$ cat src/rtl/synth_cfg_pkg.sv
package synth_cfg_pkg;

  typedef enum logic [1:0] {
    ST_START = 2'd0,
    ST_SHIFT = 2'd1,
    ST_LOAD  = 2'd2,
    ST_DONE  = 2'd3
  } seq_state_t;

  function automatic int ceil_div(input int num, input int den);
    return (num + den - 1) / den;
  endfunction

endpackage

$ cat src/rtl/synth_cfg_tick.sv
module synth_cfg_tick #(
  parameter int HALF = 1
) (
  input  logic clk,
  input  logic rst_n,
  output logic tick
);
  localparam int CW = (HALF > 1) ? $clog2(HALF) : 1;

  logic [CW-1:0] cnt;

  always_ff @(posedge clk or negedge rst_n) begin
    if (!rst_n) begin
      cnt <= '0;
    end else if (cnt == CW'(HALF - 1)) begin
      cnt <= '0;
    end else begin
      cnt <= cnt + CW'(1);
    end
  end

  assign tick = (cnt == CW'(HALF - 1));
endmodule

$ cat src/rtl/synth_cfg_words.sv
module synth_cfg_words #(
  parameter int NUM_DEV = 4,
  parameter int M_W     = 9,
  parameter int N_W     = 2,
  parameter int T_W     = 2,
  parameter int DEV_W   = 2,
  parameter logic [NUM_DEV*M_W-1:0] M_LIST = '0,
  parameter logic [NUM_DEV*N_W-1:0] N_LIST = '0,
  parameter logic [NUM_DEV*T_W-1:0] T_LIST = '0
) (
  input  logic [DEV_W-1:0]         sel,
  output logic [T_W+N_W+M_W-1:0]   word
);
  localparam int W = T_W + N_W + M_W;

  logic [W-1:0] table_q [NUM_DEV];

  for (genvar g = 0; g < NUM_DEV; g++) begin : g_dev
    assign table_q[g] = {T_LIST[g*T_W +: T_W], N_LIST[g*N_W +: N_W], M_LIST[g*M_W +: M_W]};
  end

  assign word = table_q[sel];
endmodule

$ cat src/rtl/synth_cfg_shift.sv
module synth_cfg_shift #(
  parameter int W = 13
) (
  input  logic         clk,
  input  logic         rst_n,
  input  logic         tick,
  input  logic         start,
  input  logic [W-1:0] word,
  output logic         sclk_lvl,
  output logic         sdata,
  output logic         fin
);
  localparam int IW = (W > 1) ? $clog2(W) : 1;

  logic          active;
  logic [IW-1:0] idx;

  always_ff @(posedge clk or negedge rst_n) begin
    if (!rst_n) begin
      active   <= 1'b0;
      sclk_lvl <= 1'b0;
      sdata    <= 1'b0;
      idx      <= '0;
      fin      <= 1'b0;
    end else begin
      fin <= 1'b0;
      if (start) begin
        active   <= 1'b1;
        sclk_lvl <= 1'b0;
        idx      <= IW'(W - 1);
        sdata    <= word[W-1];
      end else if (active && tick) begin
        if (!sclk_lvl) begin
          sclk_lvl <= 1'b1;
        end else begin
          sclk_lvl <= 1'b0;
          if (idx == '0) begin
            active <= 1'b0;
            sdata  <= 1'b0;
            fin    <= 1'b1;
          end else begin
            idx   <= idx - IW'(1);
            sdata <= word[idx - IW'(1)];
          end
        end
      end
    end
  end
endmodule

$ cat src/rtl/synth_cfg_seq.sv
module synth_cfg_seq #(
  parameter int NUM_DEV      = 4,
  parameter int M_W          = 9,
  parameter int N_W          = 2,
  parameter int SYS_CLK_MHZ  = 100,
  parameter int SCLK_MAX_MHZ = 50,
  parameter int LOAD_PERIODS = 2,
  parameter logic [NUM_DEV*M_W-1:0] M_LIST = {9'd200, 9'd150, 9'd100, 9'd50},
  parameter logic [NUM_DEV*N_W-1:0] N_LIST = {2'd3, 2'd2, 2'd1, 2'd0},
  parameter logic [NUM_DEV*2-1:0]   T_LIST = {2'b11, 2'b00, 2'b00, 2'b00}
) (
  input  logic               clk,
  input  logic               rst_n,
  output logic [NUM_DEV-1:0] ser_clk,
  output logic               ser_data,
  output logic               ser_load,
  output logic               done
);
  import synth_cfg_pkg::*;

  localparam int T_W        = 2;
  localparam int W          = T_W + N_W + M_W;
  localparam int HALF_RAW   = ceil_div(SYS_CLK_MHZ, 2 * SCLK_MAX_MHZ);
  localparam int HALF_DIV   = (HALF_RAW < 1) ? 1 : HALF_RAW;
  localparam int DEV_W      = (NUM_DEV > 1) ? $clog2(NUM_DEV) : 1;
  localparam int LOAD_TICKS = 2 * LOAD_PERIODS + 1;
  localparam int LW         = $clog2(LOAD_TICKS + 1);

  seq_state_t      state;
  logic [DEV_W-1:0] dev;
  logic [LW-1:0]    lcnt;
  logic             tick;
  logic             start;
  logic             sclk_lvl;
  logic             fin;
  logic [W-1:0]     word;

  synth_cfg_tick #(.HALF(HALF_DIV)) u_tick (
    .clk   (clk),
    .rst_n (rst_n),
    .tick  (tick)
  );

  synth_cfg_words #(
    .NUM_DEV (NUM_DEV),
    .M_W     (M_W),
    .N_W     (N_W),
    .T_W     (T_W),
    .DEV_W   (DEV_W),
    .M_LIST  (M_LIST),
    .N_LIST  (N_LIST),
    .T_LIST  (T_LIST)
  ) u_words (
    .sel  (dev),
    .word (word)
  );

  synth_cfg_shift #(.W(W)) u_shift (
    .clk      (clk),
    .rst_n    (rst_n),
    .tick     (tick),
    .start    (start),
    .word     (word),
    .sclk_lvl (sclk_lvl),
    .sdata    (ser_data),
    .fin      (fin)
  );

  assign start = (state == ST_START) && tick;

  always_ff @(posedge clk or negedge rst_n) begin
    if (!rst_n) begin
      state    <= ST_START;
      dev      <= '0;
      lcnt     <= '0;
      ser_load <= 1'b0;
      done     <= 1'b0;
    end else begin
      case (state)
        ST_START: begin
          if (tick) state <= ST_SHIFT;
        end
        ST_SHIFT: begin
          if (fin) begin
            state    <= ST_LOAD;
            ser_load <= 1'b1;
            lcnt     <= '0;
          end
        end
        ST_LOAD: begin
          if (tick) begin
            if (lcnt == LW'(LOAD_TICKS - 1)) begin
              ser_load <= 1'b0;
              if (dev == DEV_W'(NUM_DEV - 1)) begin
                state <= ST_DONE;
                done  <= 1'b1;
              end else begin
                dev   <= dev + DEV_W'(1);
                state <= ST_START;
              end
            end else begin
              lcnt <= lcnt + LW'(1);
            end
          end
        end
        default: state <= ST_DONE;
      endcase
    end
  end

  assign ser_clk = sclk_lvl ? (NUM_DEV'(1) << dev) : '0;
endmodule

$ cat config.mk
export PLATFORM = sky130hd
export DESIGN_NAME = synth_cfg_seq
export DESIGN_NICKNAME = d
export VERILOG_FILES = /design/src/rtl/synth_cfg_pkg.sv /design/src/rtl/synth_cfg_tick.sv /design/src/rtl/synth_cfg_words.sv /design/src/rtl/synth_cfg_shift.sv /design/src/rtl/synth_cfg_seq.sv
export SDC_FILE = /design/constraint.sdc
export NUM_CORES = 1
export LEC_CHECK = 0
export BUFFER_PORTS_ARGS = -buffer_cell sky130_fd_sc_hd__buf_2
export CAP_MARGIN = 20
export CORE_ASPECT_RATIO = 1.4
export CORE_MARGIN = 4
export CORE_UTILIZATION = 45
export DETAILED_ROUTE_END_ITERATION = 6
export GPL_ROUTABILITY_DRIVEN = 0
export GPL_TIMING_DRIVEN = 0
export SYNTH_ARGS = -nofsm -noshare
export SYNTH_HDL_FRONTEND = slang
export SYNTH_SLANG_ARGS = --single-unit
export TNS_END_PERCENT = 1
$ cat constraint.sdc
create_clock -name clk -period 2.1 [get_ports clk]
set_clock_uncertainty 0.05 [all_clocks]
set_input_delay 0.105 -clock clk [delete_from_list [all_inputs] [get_ports clk]]
set_output_delay 0.105 -clock clk [all_outputs]
set_load 0.005 [all_outputs]
---- Yosys cells after proc, flatten, opt, wreduce, memory -nomap -nowiden ----
Cells that the tools add are included.
word-level totals
  bits in registers ....................... 18
  latch bits .............................. 0
  RAM bits ................................ 0
  memory bits (read-only) ................. 0
  bits of input ports ..................... 2
  output and inout bits ................... 7
  word-level logic and storage cells ...... 87
  memories ................................ 0
cells by class
  add/sub/neg operators ................... 4
  multiply operators ...................... 0
  divide/modulo/power cells ............... 0
  order comparisons ....................... 2
  equal/unequal tests ..................... 10
  shift-type cells ........................ 1
  multiplexer cells ....................... 40
  bitwise gates (word level) .............. 3
  reduce and logical (&&, ||, !) cells .... 16
operators by type and width
  cell                 count
  $bmux 13 s2          1
  $mux 13              2
  $mux 1               20
  $mux 4               5
  $reduce_and 4->1     5
  $mux 2               5
  $ne 2x2->1 const B   5
  $mux 3               3
  $reduce_bool 2->1    4
  $pmux 2 s3           1
  $pmux 3 s2           1
  $reduce_and 3->1     2
  $lt 4x5->1 const B   1
  $bmux 1 s4           1
  $eq 2x2->1 const B   2
  $logic_not 4->1      1
  $shl 1x2->4 const A  1
  $sub 4x1->4 const B  1
  $add 3x1->3 const B  1
  $eq 3x3->1 const B   1
  $ge 3x3->1 const B   1
  $not 2->3            1
  $add 2x1->2 const B  1
  $eq 2x1->1 const B   1
  other kinds (7)      9

---- Longest topological paths before layout ----
  word-level depth ........................ 10
  gate-level depth with buffers ........... 8
  gate-level depth less buffers ........... 6

---- Cells and area by module ----
From an unflattened synthesis, not the netlist that was laid out.
unflattened totals
  cell total of the unflattened synthesis .. 119
  area total of the unflattened synthesis .. 1173.6 um^2
modules (own cells, without submodules)
  module           instances  cells each  area an instance (um^2)  seq. area each (um^2)
  synth_cfg_seq    1          56          564.3                    225.2
  synth_cfg_shift  1          48          506.7                    200.2
  synth_cfg_words  1          13          91.3                     0.0
  synth_cfg_tick   1          2           11.3                     0.0

---- Worst setup path before layout ----
No wires, ideal clock.
  path type ............................... register to register
  from .................................... register u_shift.idx[0]
  to ...................................... register u_shift.sdata
  setup time .............................. 0.135 ns
  data arrival time ....................... 1.386 ns
  data required time ...................... 1.915 ns
  slack ................................... 0.529 ns
  cell stages (with the launch flop) ...... 9
  path buffers ............................ 2
  period minus slack after synthesis ...... 1.571 ns
  path through ............................ dfrtp_1 buf_6 inv_1 ha_1 clkbuf_2 mux2i_1 o221ai_1 nand4_1 o211ai_1
between the ends
  word-level cells in the longest chain between the ends .. 7
  elaborated cells between the ends (all ways) .. 8
  those cells by class .................... add/sub (1); mux (6); reduce/logical (1)
ends and longest elaborated chain
  what                          line                   RTL
  start, declared               synth_cfg_shift.sv:16  logic [IW-1:0] idx;
  start signal, assigned        synth_cfg_shift.sv:30  idx <= IW'(W - 1);
  start signal, assigned        synth_cfg_shift.sv:42  idx <= idx - IW'(1);
  $sub 4x1->4                   synth_cfg_shift.sv:43  sdata <= word[idx - IW'(1)];
  $bmux 1 s4                    synth_cfg_shift.sv:43
  $mux 1 (implied by the code)  synth_cfg_shift.sv:43
  $mux 1 (*)                    synth_cfg_shift.sv:37  if (idx == '0) begin
  $mux 1 (*)                    synth_cfg_shift.sv:33  if (!sclk_lvl) begin
  $mux 1 (*)                    synth_cfg_shift.sv:32  end else if (active && tick) begin
  $mux 1 (*)                    synth_cfg_shift.sv:27  if (start) begin
  end signal, assigned          synth_cfg_shift.sv:31  sdata <= word[W-1];
  end signal, assigned          synth_cfg_shift.sv:43
  end, declared                 synth_cfg_shift.sv:10  output logic sdata,
Mark *: on every way between the ends. The rest lies on a longest branch, timed or not. The select of a mux whose other input is x is not followed.
A chain may end at the register's enable or synchronous reset.

---- Final worst setup path ----
Ends and elaborated chain as after synthesis.

==> reports/results.txt <==
top cells by area, synth - dfrtp_1 (40%), ha_1 (13%), xnor2_1 (4.1%)
Slew headroom - 69.5%
period utilization - 86.1%
Post-Syn Area - 1070 um2
Multi-input gate area - 589 um2
clock latency on the worst-skew pair - 0.29 ns
worst hold-check path type - input port to asynchronous set/reset pin
leakage power - 0.581 nW
CTS tree - done
Hold Violations, Final - 0
cell with the most instances after synthesis - dfrtp_1
cell taking the most area after synthesis - dfrtp_1
vias per std cell - 5.50
via count - 798
Boundary Pins - 9
Top FF cell, synth - dfrtp_1
Max-cap violations - 0
Async SR Flop Fraction - 100%
Cell Area, Placed - 1140 um2
syn nets - 123
H-tree lvl count - 1
hpwl dp - 1490 um
part of the Yosys area used for sequential elements - 39.6%
Slew @ Worst Pin - 0.457 ns
Site Rows - 20
Max IR drop VDD - 0.000243 V
initial antenna violation count - 0
Worst-path clk slew - 0.11 ns
status - completed
largest net degree at the start of global routing - 18
Initial Util - 48.2%
YS warnings - 0
Mapped Cells - 110
final setup vio count - 0
grt total ovfl - 0
diode count - 0
layout cells sized above 1 - 16.3%
fin cells - 145
Die Ht - 65.8 um
dpl cells - 140
Req. time, crit path - 2.21 ns
setup TNS - 0 ns
Routed Antenna Nets - 0
Max Slew Vio Count - 0
CP startpoint kind - register
WP data arrival - 1.92 ns
post-synthesis cell type count - 37
post-synth top area share - 39.6%
vias in the first global route - 845
postcts setup bufs - 0
RSZ-0062 raised after global routing - no
CTS Hold Buffers Added - 1
Hold WS - 0.209 ns
Yosys reg bits - 17
Final Cell Area - 1180 um2
nets - 137
gr usage total - 14.7%
mean post-synth cell area - 9.76 um2
DRT iter0 DRCs - 11
DR WL/cell - 13.5 um
register area - 425 um2
filler instances - 219
CORE AREA - 2230 um2
r2r endpoint - u_shift.sdata
largest fanout on the critical path - 9
R2R depth - 7
DR pass1 iterations - 4
total die area - 3240 um2
CTS buffer count - 3
worst r2r src - u_shift.idx[0]
root buffer cell - clkbuf_4
Post-synth EDFFs - 0
TritonCTS sink count - 17
global-route wire length before repair - 3640 um
post-cts sizing count - 0
synth cell count leaders - dfrtp_1 (17), ha_1 (11), inv_1 (9), nor2_1 (8), nand2_1 (7)
DRC Markers - 0
Die X - 49.3 um
Post-Route WL - 1960 um
Buffers on Ports - 8
Crit. End Element - register
maximum clock frequency - 0.553 GHz
area overhead of the layout relative to synthesis - 9.79%
Pwr per Cell Area - 437 nW/um2
FF-to-FF setup slack - 0.29 ns
Setup CP Type - register to register
Final min period - 1.81 ns
Max clock buf depth - 2
==> kinds of logic after synthesis <==
logic type	share of synthesized area, %
and+or+nand+nor	17.6
adders and majority gates	12.8
DFF	39.6
xor gates and xnor gates	4.90
AOI/OAI and AO/OA	16.8
buffers and inverters	5.48
muxes	2.80
==> where the power goes <==
part / internal [W] / leakage [nW] / total [W] / switching, W
Sequential: 0.000327 / 0.197 / 0.000327 / 0
Combinational: 0.00000188 / 0.366 / 0.00000845 / 0.00000656
Clock: 0.0000708 / 0.0177 / 0.000180 / 0.000109
==> worst max-delay path by stage <==
| stage | from | endpoint | slack (ns) | cells past startpoint |
|---|---|---|---|---|
| after global routing | u_shift.idx[0] | u_shift.sdata | 0.13 | 8 |
| after CTS | u_shift.idx[0] | u_shift.sdata | 0.29 | 8 |
| after global placement | u_shift.idx[0] | u_shift.sdata | 0.41 | 8 |
| after detailed placement | u_shift.idx[0] | u_shift.sdata | 0.31 | 8 |
| after floorplan | u_shift.idx[0] | u_shift.sdata | 0.53 | 8 |
| final | u_shift.idx[0] | u_shift.sdata | 0.29 | 7 |
==> through the flow <==
step / worst slack, ns / util (%) / power (W)
after global routing: 0.128 / 52.9 / 0.000550
after detailed placement: 0.312 / 51.2 / 0.000341
after global placement: 0.411 / 51.2 / 0.000341
final: 0.292 / 52.9 / 0.000516
after floorplan: 0.529 / - / 0.000334
after CTS: 0.289 / 52.9 / 0.000526
==> sequential cells by signal, summed over array words and instances (netlist names) <==
name	flops
lcnt	3
u_shift.idx	4
state	2
u_shift.sclk_lvl	1
u_shift.sdata	1
u_shift.active	1
ser_load	1
done	1
u_shift.fin	1
dev	2
==> area by class of cell <==
class / instances / area share [%]
Buffer: 4 / 2.12
Clock buffer: 3 / 1.91
Clock inverter: 1 / 0.425
Inverter: 9 / 2.87
Multi-Input combinational cell: 80 / 50.0
Sequential cell: 17 / 36.1
Tap cell: 22 / 2.34
Timing Repair Buffer: 9 / 4.25
==> layer usage <==
metal | global-route usage (%) | vias up | part of all wire [%]
li1 | - | 408 | -
met1 | 15.0 | 376 | 43
met2 | 27.0 | 10 | 53
met3 | 3.61 | 4 | 3.0
met4 | 8.19 | 0 | 1.4
met5 | 0 | - | 0
==> critical path, stage by stage, from the launching register on <==
cell and delay (ns):
dfrtp_1 0.36, buf_6 0.14, inv_1 0.05, ha_1 0.24, xnor2_1 0.36, o221ai_1 0.20, o211ai_1 0.15, o211ai_1 0.13
==> cell usage in the layout, fill, tap and decap left out, drive strengths merged <==
| cell | count |
|---|---|
| ha | 11 |
| o21ai | 5 |
| inv | 9 |
| o211ai | 2 |
| nor2 | 9 |
| clkbuf | 5 |
| a32o | 1 |
| nor3 | 2 |
| xor2 | 1 |
| a21o | 2 |
| nor3b | 3 |
| dlygate4sd3 | 1 |
| nand2 | 8 |
| a31o | 1 |
| a2111oi | 1 |
| a21oi | 5 |
| nor2b | 3 |
| a21boi | 1 |
| o221ai | 2 |
| dfrtp | 17 |
| clkinv | 1 |
| nand4 | 1 |
| nand3 | 2 |
| a211oi | 2 |
| o22ai | 1 |
| nand2b | 2 |
| a22oi | 1 |
| a41o | 1 |
| buf | 10 |
| xnor2 | 5 |
| a211o | 1 |
| and2 | 4 |
| mux2i | 3 |
Note: power is estimated with default switching activity, not from simulation.
